## config.mk

```make
export PLATFORM = sky130hd
export DESIGN_NAME = win_wdog
export DESIGN_NICKNAME = d
export VERILOG_FILES = /design/src/rtl/wdg_pkg.sv /design/src/rtl/wdg_prescaler.sv /design/src/rtl/wdg_counter.sv /design/src/rtl/wdg_regs.sv /design/src/rtl/win_wdog.sv
export SDC_FILE = /design/constraint.sdc
export NUM_CORES = 1
export LEC_CHECK = 0
export BUFFER_PORTS_ARGS = -buffer_cell sky130_fd_sc_hd__buf_2
export CORE_MARGIN = 10
export CORE_UTILIZATION = 30
export CTS_BUF_LIST = sky130_fd_sc_hd__clkbuf_8
export DETAILED_ROUTE_END_ITERATION = 7
export SLEW_MARGIN = 25
export SYNTH_ARGS = -nofsm -noshare
export SYNTH_HDL_FRONTEND = slang
export SYNTH_SLANG_ARGS = --single-unit
```

## constraint.sdc

```tcl
create_clock -name clk -period 2 [get_ports clk]
set_input_delay 0.2 -clock clk [delete_from_list [all_inputs] [get_ports clk]]
set_output_delay 0.2 -clock clk [all_outputs]
set_load 0.02 [all_outputs]
```

## src/rtl/wdg_pkg.sv

```systemverilog
package wdg_pkg;
  localparam int CNT_W  = 7;
  localparam int SEL_W  = 2;
  localparam int DATA_W = 10;

  localparam logic [CNT_W-1:0] CNT_WARN = 7'h41;
  localparam logic [CNT_W-1:0] CNT_LAST = 7'h40;
  localparam logic [CNT_W-1:0] CNT_INIT = 7'h7F;

  typedef struct packed {
    logic             warn_en;
    logic [SEL_W-1:0] div_sel;
    logic [CNT_W-1:0] window;
  } wdg_cfg_t;
endpackage

```

## src/rtl/wdg_prescaler.sv

```systemverilog
module wdg_prescaler
  import wdg_pkg::*;
#(
  parameter int PRE_LOG2 = 12
) (
  input  logic             clk,
  input  logic             rst_n,
  input  logic             run,
  input  logic             restart,
  input  logic [SEL_W-1:0] sel,
  output logic             tick
);
  localparam int NSEL = 1 << SEL_W;
  localparam int PW   = PRE_LOG2 + NSEL - 1;

  logic [PW-1:0] lim [NSEL];
  logic [PW-1:0] pre_q, pre_d;

  for (genvar g = 0; g < NSEL; g++) begin : g_lim
    assign lim[g] = {PW{1'b1}} >> (NSEL - 1 - g);
  end

  assign tick = run && !restart && (pre_q == lim[sel]);

  always_comb begin
    if (!run || restart || tick) pre_d = '0;
    else                         pre_d = pre_q + 1'b1;
  end

  always_ff @(posedge clk or negedge rst_n) begin
    if (!rst_n) pre_q <= '0;
    else        pre_q <= pre_d;
  end
endmodule

```

## src/rtl/wdg_counter.sv

```systemverilog
module wdg_counter
  import wdg_pkg::*;
(
  input  logic             clk,
  input  logic             rst_n,
  input  logic             ld,
  input  logic [CNT_W-1:0] ld_val,
  input  logic             ld_arm,
  input  logic [CNT_W-1:0] window,
  input  logic             tick,
  output logic [CNT_W-1:0] cnt_q,
  output logic             armed_q,
  output logic             req_q,
  output logic             warn_evt
);
  logic [CNT_W-1:0] cnt_d;
  logic             armed_d, req_d;
  logic             early, low_load, underflow;

  assign armed_d   = armed_q | (ld & ld_arm);
  assign early     = ld & armed_q & (cnt_q > window);
  assign low_load  = ld & armed_d & ~ld_val[CNT_W-1];
  assign underflow = tick & (cnt_q == CNT_LAST);
  assign warn_evt  = tick & (cnt_q == CNT_WARN);
  assign req_d     = early | low_load | underflow;

  always_comb begin
    if (ld)        cnt_d = ld_val;
    else if (tick) cnt_d = cnt_q - 1'b1;
    else           cnt_d = cnt_q;
  end

  always_ff @(posedge clk or negedge rst_n) begin
    if (!rst_n) begin
      cnt_q   <= CNT_INIT;
      armed_q <= 1'b0;
      req_q   <= 1'b0;
    end else begin
      cnt_q   <= cnt_d;
      armed_q <= armed_d;
      req_q   <= req_d;
    end
  end
endmodule

```

## src/rtl/wdg_regs.sv

```systemverilog
module wdg_regs
  import wdg_pkg::*;
(
  input  logic              clk,
  input  logic              rst_n,
  input  logic              wr_cfg,
  input  logic              wr_stat,
  input  logic [DATA_W-1:0] wdata,
  input  logic              warn_evt,
  output wdg_cfg_t          cfg_q,
  output logic              flag_q,
  output logic              irq
);
  wdg_cfg_t cfg_d;
  logic     flag_d;

  always_comb begin
    cfg_d = cfg_q;
    if (wr_cfg) begin
      cfg_d.window  = wdata[CNT_W-1:0];
      cfg_d.div_sel = wdata[CNT_W+SEL_W-1:CNT_W];
      cfg_d.warn_en = cfg_q.warn_en | wdata[CNT_W+SEL_W];
    end
    flag_d = warn_evt | (flag_q & ~(wr_stat & ~wdata[0]));
  end

  assign irq = flag_q & cfg_q.warn_en;

  always_ff @(posedge clk or negedge rst_n) begin
    if (!rst_n) begin
      cfg_q.window  <= CNT_INIT;
      cfg_q.div_sel <= '0;
      cfg_q.warn_en <= 1'b0;
      flag_q        <= 1'b0;
    end else begin
      cfg_q  <= cfg_d;
      flag_q <= flag_d;
    end
  end
endmodule

```

## src/rtl/win_wdog.sv

```systemverilog
module win_wdog
  import wdg_pkg::*;
#(
  parameter int PRE_LOG2 = 12
) (
  input  logic        clk,
  input  logic        rst_n,
  input  logic        wr_ctrl,
  input  logic        wr_cfg,
  input  logic        wr_stat,
  input  logic [9:0]  wdata,
  output logic [7:0]  ctrl_q,
  output logic [9:0]  cfg_q,
  output logic        stat_q,
  output logic        irq,
  output logic        rst_req
);
  wdg_cfg_t         cfg;
  logic [CNT_W-1:0] cnt;
  logic             armed, tick, warn_evt;

  wdg_prescaler #(.PRE_LOG2(PRE_LOG2)) u_pre (
    .clk(clk), .rst_n(rst_n), .run(armed), .restart(wr_ctrl),
    .sel(cfg.div_sel), .tick(tick)
  );

  wdg_counter u_cnt (
    .clk(clk), .rst_n(rst_n), .ld(wr_ctrl), .ld_val(wdata[CNT_W-1:0]),
    .ld_arm(wdata[CNT_W]), .window(cfg.window), .tick(tick),
    .cnt_q(cnt), .armed_q(armed), .req_q(rst_req), .warn_evt(warn_evt)
  );

  wdg_regs u_regs (
    .clk(clk), .rst_n(rst_n), .wr_cfg(wr_cfg), .wr_stat(wr_stat),
    .wdata(wdata), .warn_evt(warn_evt), .cfg_q(cfg), .flag_q(stat_q),
    .irq(irq)
  );

  assign ctrl_q = {armed, cnt};
  assign cfg_q  = cfg;
endmodule

```

==> reports/metrics.cfg, run 1 <==
[drt]
post_drt_wl_per_cell_um=13.9
postRouteAntennaNets=0
viasPerCell=4.79
drcViolationCount=0
via_count=1491
drt-total-wl_um=4330
drt_iter0_markers=38
first_pass_iters=4

[sta]
rsz0062_at_grt=true
relSlewSlack=0.465
fin_crit_sh=0.994
finalMaxSlewViolations=0
timing.fmax_mhz=503
worst_pin_slew_ns=0.802
hold_viol=5
min_period_ns=1.99
hold_ws_ns=-0.0160
fin_ws_ns=0.0115
clock_skew_ns=0.0135
final.setup.tns_ns=0
setup_viol=0

[power_and_ir_drop]
p_sw_uw=472
p_int_uw=1280
clkPwrFrac=0.382
seqPwrFrac=0.459
p_comb_frac=0.159
vdd_drop_max_mv=0.326
sw_frac_of_total=0.269
powerDensity_mw_per_mm2=744
leakage_uw=0.00106

[floorplanning]
dieArea_mm2=0.00988
die_w_um=99.4
placementRows=28
core_mm2=0.00603
start_util=0.314
die-height_um=99.4
ios=36

[synthesis]
yosys.area.top_type_share=0.278
synth_cell_type_count=39
synth_cells=190
synth.avg_cell_area_um2=9.95
yosysWarnings=0
synth_edf_count=0
synth_area_leader_cell=dfrtp_1
synth_ff_type=dfrtp_1
synth-seq-cells=35
async_reset_ff_frac=1.00
synth_area_leaders=dfrtp_1, dfstp_2, ha_1
syn_area_mm2=0.00189
synth_nets=216
yosysSeqAreaShare=0.473

[grt]
top_usage_layer=met2
grt_pass1_wl_um=7180
grtUsageTotal=0.0879
met3_usage=0.0429
grt.overflow.total=0
grt_pass1_vias=1499
use_met2=0.138
use_met1=0.106
grt_max_degree=36
antenna_found_initial=0

[worst_setup_path]
path_max_fanout=6
start_kind=flip-flop
cp.required_ns=2.22
cp_data_arrival_time_ns=2.21
worstSetupPathType=flip-flop to flip-flop
crit_path_end_kind=flip-flop

[layout]
mostFrequentLayoutCells=buf_2, nor2_1, dfrtp_1
final_common_cell=buf_2
seqCellArea_um2=893
nets=261
multiInputGateArea_um2=936
num-fill-cells=594
drive_gt1_frac=0.335
diodes=0
area_growth_pct=24.6

[place]
dp_slack_ns=-0.0153
portBuffers=35
hpwl_um=3170
place_congestion=0.756

[clock_network]
cts_tree=done
clk_latency_ns=0.30
ctsHtreeMaxLevel=2
cts_hold_buf=0
root_buffer=clkbuf_8
cts.sinks=35
numCtsBuffers=5
clock_path_buffers=2
clkSlewWorstSetupHoldPaths_ns=0.08

[status]
status=finished, violations left
violations=negative hold slack

[flow_run]
cap_violations=0

[min_path]
hp-class=input pin to async pin

-- metrics by stage --
| step | power (uW) | instance area [um^2] | cells | utilization |
|---|---|---|---|---|
| after floorplan | 980 | 1890 | 190 | - |
| after global routing | 1850 | 2360 | 311 | 0.391 |
| after CTS | 1780 | 2320 | 309 | 0.385 |
| after global placement | 1090 | 2200 | 301 | 0.365 |
| after detailed placement | 1090 | 2200 | 301 | 0.365 |
| final | 1750 | 2360 | 311 | 0.391 |
-- cells in the mapped netlist (2+ instances only) --
cell      count
xnor2_1      11
o21ai_1       3
nand2b_1      2
or3_1         2
nor4_1        2
mux2_2        3
a211oi_1      3
xor2_1        7
nand3_1       7
ha_1         11
dfrtp_1      21
nand4_1       4
nor2_1       22
and2_1        2
nor3_1        5
o21ai_0      12
clkbuf_1      5
nand2_1      19
inv_1        13
a21oi_1       2
a21o_1        3
dfstp_2      14
-- critical path, stage by stage (launching register included) --
cell and delay [ns]:
dfrtp_1 0.36, ha_2 0.20, nand4_2 0.12, or4_4 0.56, a211oi_4 0.33, nor3_1 0.08, a221o_1 0.27
-- cell type report --
type / instances / share of cell area
clock buffers: 6 / 0.0351
clock inverters: 2 / 0.0149
inverters: 13 / 0.0207
multi-input cells: 135 / 0.397
flip-flops and latches: 35 / 0.379
well taps: 75 / 0.0398
repair buffers: 45 / 0.113
-- power by group through the flow --
stage	clock [uW]	combinational, uW	sequential, uW
2_1_floorplan	0	128	852
3_5_place_dp	0	274	815
4_1_cts	698	276	803
6_report	670	278	805
3_3_place_gp	0	272	814
5_1_grt	726	316	810
-- final timing paths --
path,depth (start not counted),start,end,slack (ns)
min reg2reg,1,u_regs.cfg_q[9]$_DFFE_PN0P_,u_regs.cfg_q[9]$_DFFE_PN0P_,0.46
max,6,u_pre.pre_q[0]$_DFF_PN0_,u_cnt.cnt_q[1]$_DFFE_PN1P_,0.01
max reg2reg,6,u_pre.pre_q[0]$_DFF_PN0_,u_cnt.cnt_q[1]$_DFFE_PN1P_,0.01
min in group clk,2,wdata[9],u_regs.cfg_q[9]$_DFFE_PN0P_,0.11
max in group asynchronous,1,rst_n,u_regs.cfg_q[9]$_DFFE_PN0P_,1.49
min,1,rst_n,u_cnt.req_q$_DFF_PN0_,-0.02
-- flip-flops by register name (all words and copies together), names as in the netlist --
signal and flops:
u_regs.flag_q 1, u_regs.cfg_q 10, u_cnt.cnt_q 7, u_cnt.req_q 1, u_cnt.armed_q 1, u_pre.pre_q 15
-- per-layer routing --
layer,part of all wire,wire length (um),up-vias
li1,-,-,738
met1,0.47,2050,709
met2,0.44,1910,38
met3,0.078,339,6
met4,0.0074,32,0
met5,0,0,-
-- kinds of logic after synthesis --
kind of cell               after synthesis  share of synthesized area
and+or+nand+nor                         72                      0.189
muxes                                    4                     0.0232
buffers and inverters                   20                     0.0424
DFF                                     35                      0.473
adders and majority gates               11                     0.0728
xor gates and xnor gates                18                     0.0834
AOI/OAI and AO/OA                       30                      0.117
-- timing repair --
| action | in CTS | in global routing |
|---|---|---|
| setup buffers | 0 | 2 |
| cloned | 0 | 0 |
| pin swaps | 1 | 2 |
| setup endpoints to repair | 3 | 6 |
| resized for setup | 0 | 4 |
(Power assumes the default switching activity.)
==> run 2: changes to the inputs <==
--- a/config.mk
+++ b/config.mk
@@ -5,7 +5,7 @@
 export SDC_FILE = /design/constraint.sdc
 export NUM_CORES = 1
 export LEC_CHECK = 0
-export BUFFER_PORTS_ARGS = -buffer_cell sky130_fd_sc_hd__buf_2
+export BUFFER_PORTS_ARGS = -buffer_cell sky130_fd_sc_hd__clkbuf_2
 export CORE_MARGIN = 10
 export CORE_UTILIZATION = 30
 export CTS_BUF_LIST = sky130_fd_sc_hd__clkbuf_8
==> constraint.sdc (replaced) <==
create_clock -name clk -period 2 [get_ports clk]
set_input_delay 0.2 -clock clk [delete_from_list [all_inputs] [get_ports clk]]
set_output_delay 0.2 -clock clk [all_outputs]
set_load 0.01 [all_outputs]
==> run 2 against run 1 <==
  * The flow finishes with violations (negative setup slack)
  * Global-route usage grew 0.12 points
  * Cell area is 3.1% higher
  * Worst setup slack worse by 0.038 ns
  * Clock power decreased by 19%
  * Clock skew grew 0.0013 ns
  * Flip-flop and latch count did not move
  * Largest cell class unchanged
  * Largest power group unchanged
==> reports/metrics.cfg, run 2 (synthesis results as in run 1) <==
[sta]
finalMaxSlewViolations=0  ; unchanged
min_period_ns=2.03  ; +0.0380 ns
final.setup.tns_ns=-0.0473  ; -0.0473 ns
worst_pin_slew_ns=0.668  ; -0.134 ns
fin_crit_sh=1.01  ; +0.0190
hold_ws_ns=0.118  ; +0.134 ns
setup_viol=5  ; +5
timing.fmax_mhz=493  ; -1.9%
fin_ws_ns=-0.0265  ; -0.0380 ns
rsz0062_at_grt=true
relSlewSlack=0.551  ; +0.0857
clock_skew_ns=0.0148  ; +0.00130 ns
hold_viol=0  ; -5

[place]
dp.cells=303  ; +0.66%
dpl_cell_area_mm2=0.00222  ; +0.68%
place_congestion=0.759  ; +0.32%
portBuffers=35  ; unchanged
hpwl_um=3360  ; +6.2%

[status]
violations=negative setup slack
status=finished, violations left

[clock_network]
cts_tree=done
clkSlewWorstSetupHoldPaths_ns=0.08  ; about the same
numCtsBuffers=5  ; unchanged
clk_latency_ns=0.29  ; about the same
cts.sinks=35  ; unchanged
ctsHtreeMaxLevel=2  ; unchanged
root_buffer=clkbuf_8
clock_path_buffers=2  ; unchanged

[drt]
first_pass_iters=4  ; unchanged
drt-total-wl_um=4430  ; +2.3%
postRouteAntennaNets=0  ; unchanged
drcViolationCount=0  ; unchanged
drt_iter0_markers=29  ; -24%
viasPerCell=4.73  ; -1.4%
via_count=1498  ; +0.47%
post_drt_wl_per_cell_um=14.0  ; +0.35%

[power_and_ir_drop]
leakage_uw=0.00108  ; +2.8%
vdd_drop_max_mv=0.370  ; +13%
powerDensity_mw_per_mm2=665  ; -11%

[floorplanning]
ios=36  ; unchanged
placementRows=28  ; unchanged
dieArea_mm2=0.00988  ; unchanged
start_util=0.314  ; unchanged
die-height_um=99.4  ; unchanged
die_w_um=99.4  ; unchanged
core_mm2=0.00603  ; unchanged

[worst_setup_path]
worstSetupPathType=flip-flop to flip-flop
reg2regPathDepth=7  ; +1
crit_family=simple AND/OR/NAND/NOR gates
crit_path_end_kind=flip-flop
path_buf_inv=1  ; +1
r2r_slack_ns=-0.03  ; -0.04 ns
cp.required_ns=2.22  ; about the same
start_kind=flip-flop
path_max_fanout=6  ; unchanged
r2r_start=u_pre.pre_q[1]$_DFF_PN0_
max_stage_delay_ns=0.58  ; +0.02 ns
cp_data_arrival_time_ns=2.25  ; +0.04 ns
cp_slowest_cell=or4_4
rr_endpoint=u_cnt.cnt_q[1]$_DFFE_PN1P_
path_cells=ha_2, nand4_4, or4_4, a211oi_4, buf_6, nor3_2, a221o_1

[layout]
nets=267  ; +2.3%
final_util=0.403  ; +0.0120
largest_registers=u_pre.pre_q (15), u_regs.cfg_q (10), u_cnt.cnt_q (7)
multiInputGateArea_um2=976  ; +4.3%
final_common_cell=clkbuf_2
finalNonFillerCells=317  ; +1.9%
num-fill-cells=601  ; +1.2%
diodes=0  ; unchanged
seqCellArea_um2=893  ; unchanged
mostFrequentLayoutCells=clkbuf_2, nor2_1, dfrtp_1
design_area_mm2=0.00243  ; +3.1%
drive_gt1_frac=0.364  ; +0.0289
largest_reg_flops=15  ; unchanged
area_growth_pct=28.5
regMostFlops=u_pre.pre_q

[min_path]
min_to=u_regs.cfg_q[9]$_DFFE_PN0P_
hp-class=input pin to flip-flop
hold-path-cell-count=2
hold_start=wdata[9]

[grt]
grtUsageTotal=0.0892  ; +0.00125
grt_pass1_wl_um=7330  ; +2.0%
antenna_found_initial=0  ; unchanged
grt.overflow.total=0  ; unchanged
grt_pass1_vias=1549  ; +3.3%
grt_max_degree=21  ; -42%

[flow_run]
cap_violations=0  ; unchanged

==> run 2: layer usage <==
layer | track usage | up-vias | part of all wire
met5 | 0 | - | 0
met4 | 0.0298 | 0 | 0.0093
met3 | 0.0367 | 5 | 0.072
met2 | 0.142 | 34 | 0.46
met1 | 0.106 | 707 | 0.46
li1 | - | 752 | -
==> run 2: final cells by class <==
cell class                 instances  share of cell area
clock buffer                       6              0.0340
clock inverter                     2             0.00515
inverter                          13              0.0201
multi-input combinational        135               0.402
sequential                        35               0.368
tap                               75              0.0386
timing repair buffer              51               0.132
==> run 2: worst register-to-register path: cells and delay by family, from the launching register on <==
| kind | cells | cell delay (ns) |
|---|---|---|
| AOI/OAI and AO/OA | 2 | 0.49 |
| adders and majority gates | 1 | 0.21 |
| buffers and inverters | 1 | 0.16 |
| DFF | 1 | 0.37 |
| and+or+nand+nor | 3 | 0.73 |
==> run 2: how the worst max path moves through the flow <==
stage / start / end / slack (ns) / cells past startpoint
2_1_floorplan: u_pre.pre_q[0]$_DFF_PN0_ / u_cnt.cnt_q[1]$_DFFE_PN1P_ / 0.006 / 6
3_3_place_gp: u_pre.pre_q[0]$_DFF_PN0_ / u_cnt.cnt_q[4]$_DFFE_PN1P_ / 0.05 / 7
3_5_place_dp: u_pre.pre_q[0]$_DFF_PN0_ / u_cnt.cnt_q[0]$_DFFE_PN1P_ / -0.0001 / 7
4_1_cts: u_pre.pre_q[0]$_DFF_PN0_ / u_cnt.cnt_q[4]$_DFFE_PN1P_ / 0.0007 / 7
5_1_grt: u_pre.pre_q[1]$_DFF_PN0_ / u_cnt.cnt_q[4]$_DFFE_PN1P_ / -0.08 / 7
6_report: u_pre.pre_q[1]$_DFF_PN0_ / u_cnt.cnt_q[1]$_DFFE_PN1P_ / -0.03 / 7
==> run 2: repair_timing <==
item                                   4_1_cts  5_1_grt
gates resized for setup                      1       12
hold buffers                                 1        0
pin swaps                                    2        7
endpoints found under the hold margin       11        0
setup endpoints to repair                    3       21
buffers inserted                             1        4
==> run 2: report_power, final <==
part	total (uW)	switching, uW	leakage [uW]	internal, uW
Clock	542	265	0.0000526	277
Sequential	806	40.7	0.000421	766
Combinational	266	148	0.000611	118
Total	1620	454	0.00108	1160
==> run 2: through the flow <==
step / setup WS [ns] / total power [uW]
after floorplan: 0.00565 / 954
after global placement: 0.0526 / 1060
after detailed placement: -0.000104 / 1070
after CTS: 0.000650 / 1630
after global routing: -0.0757 / 1710
final: -0.0265 / 1620
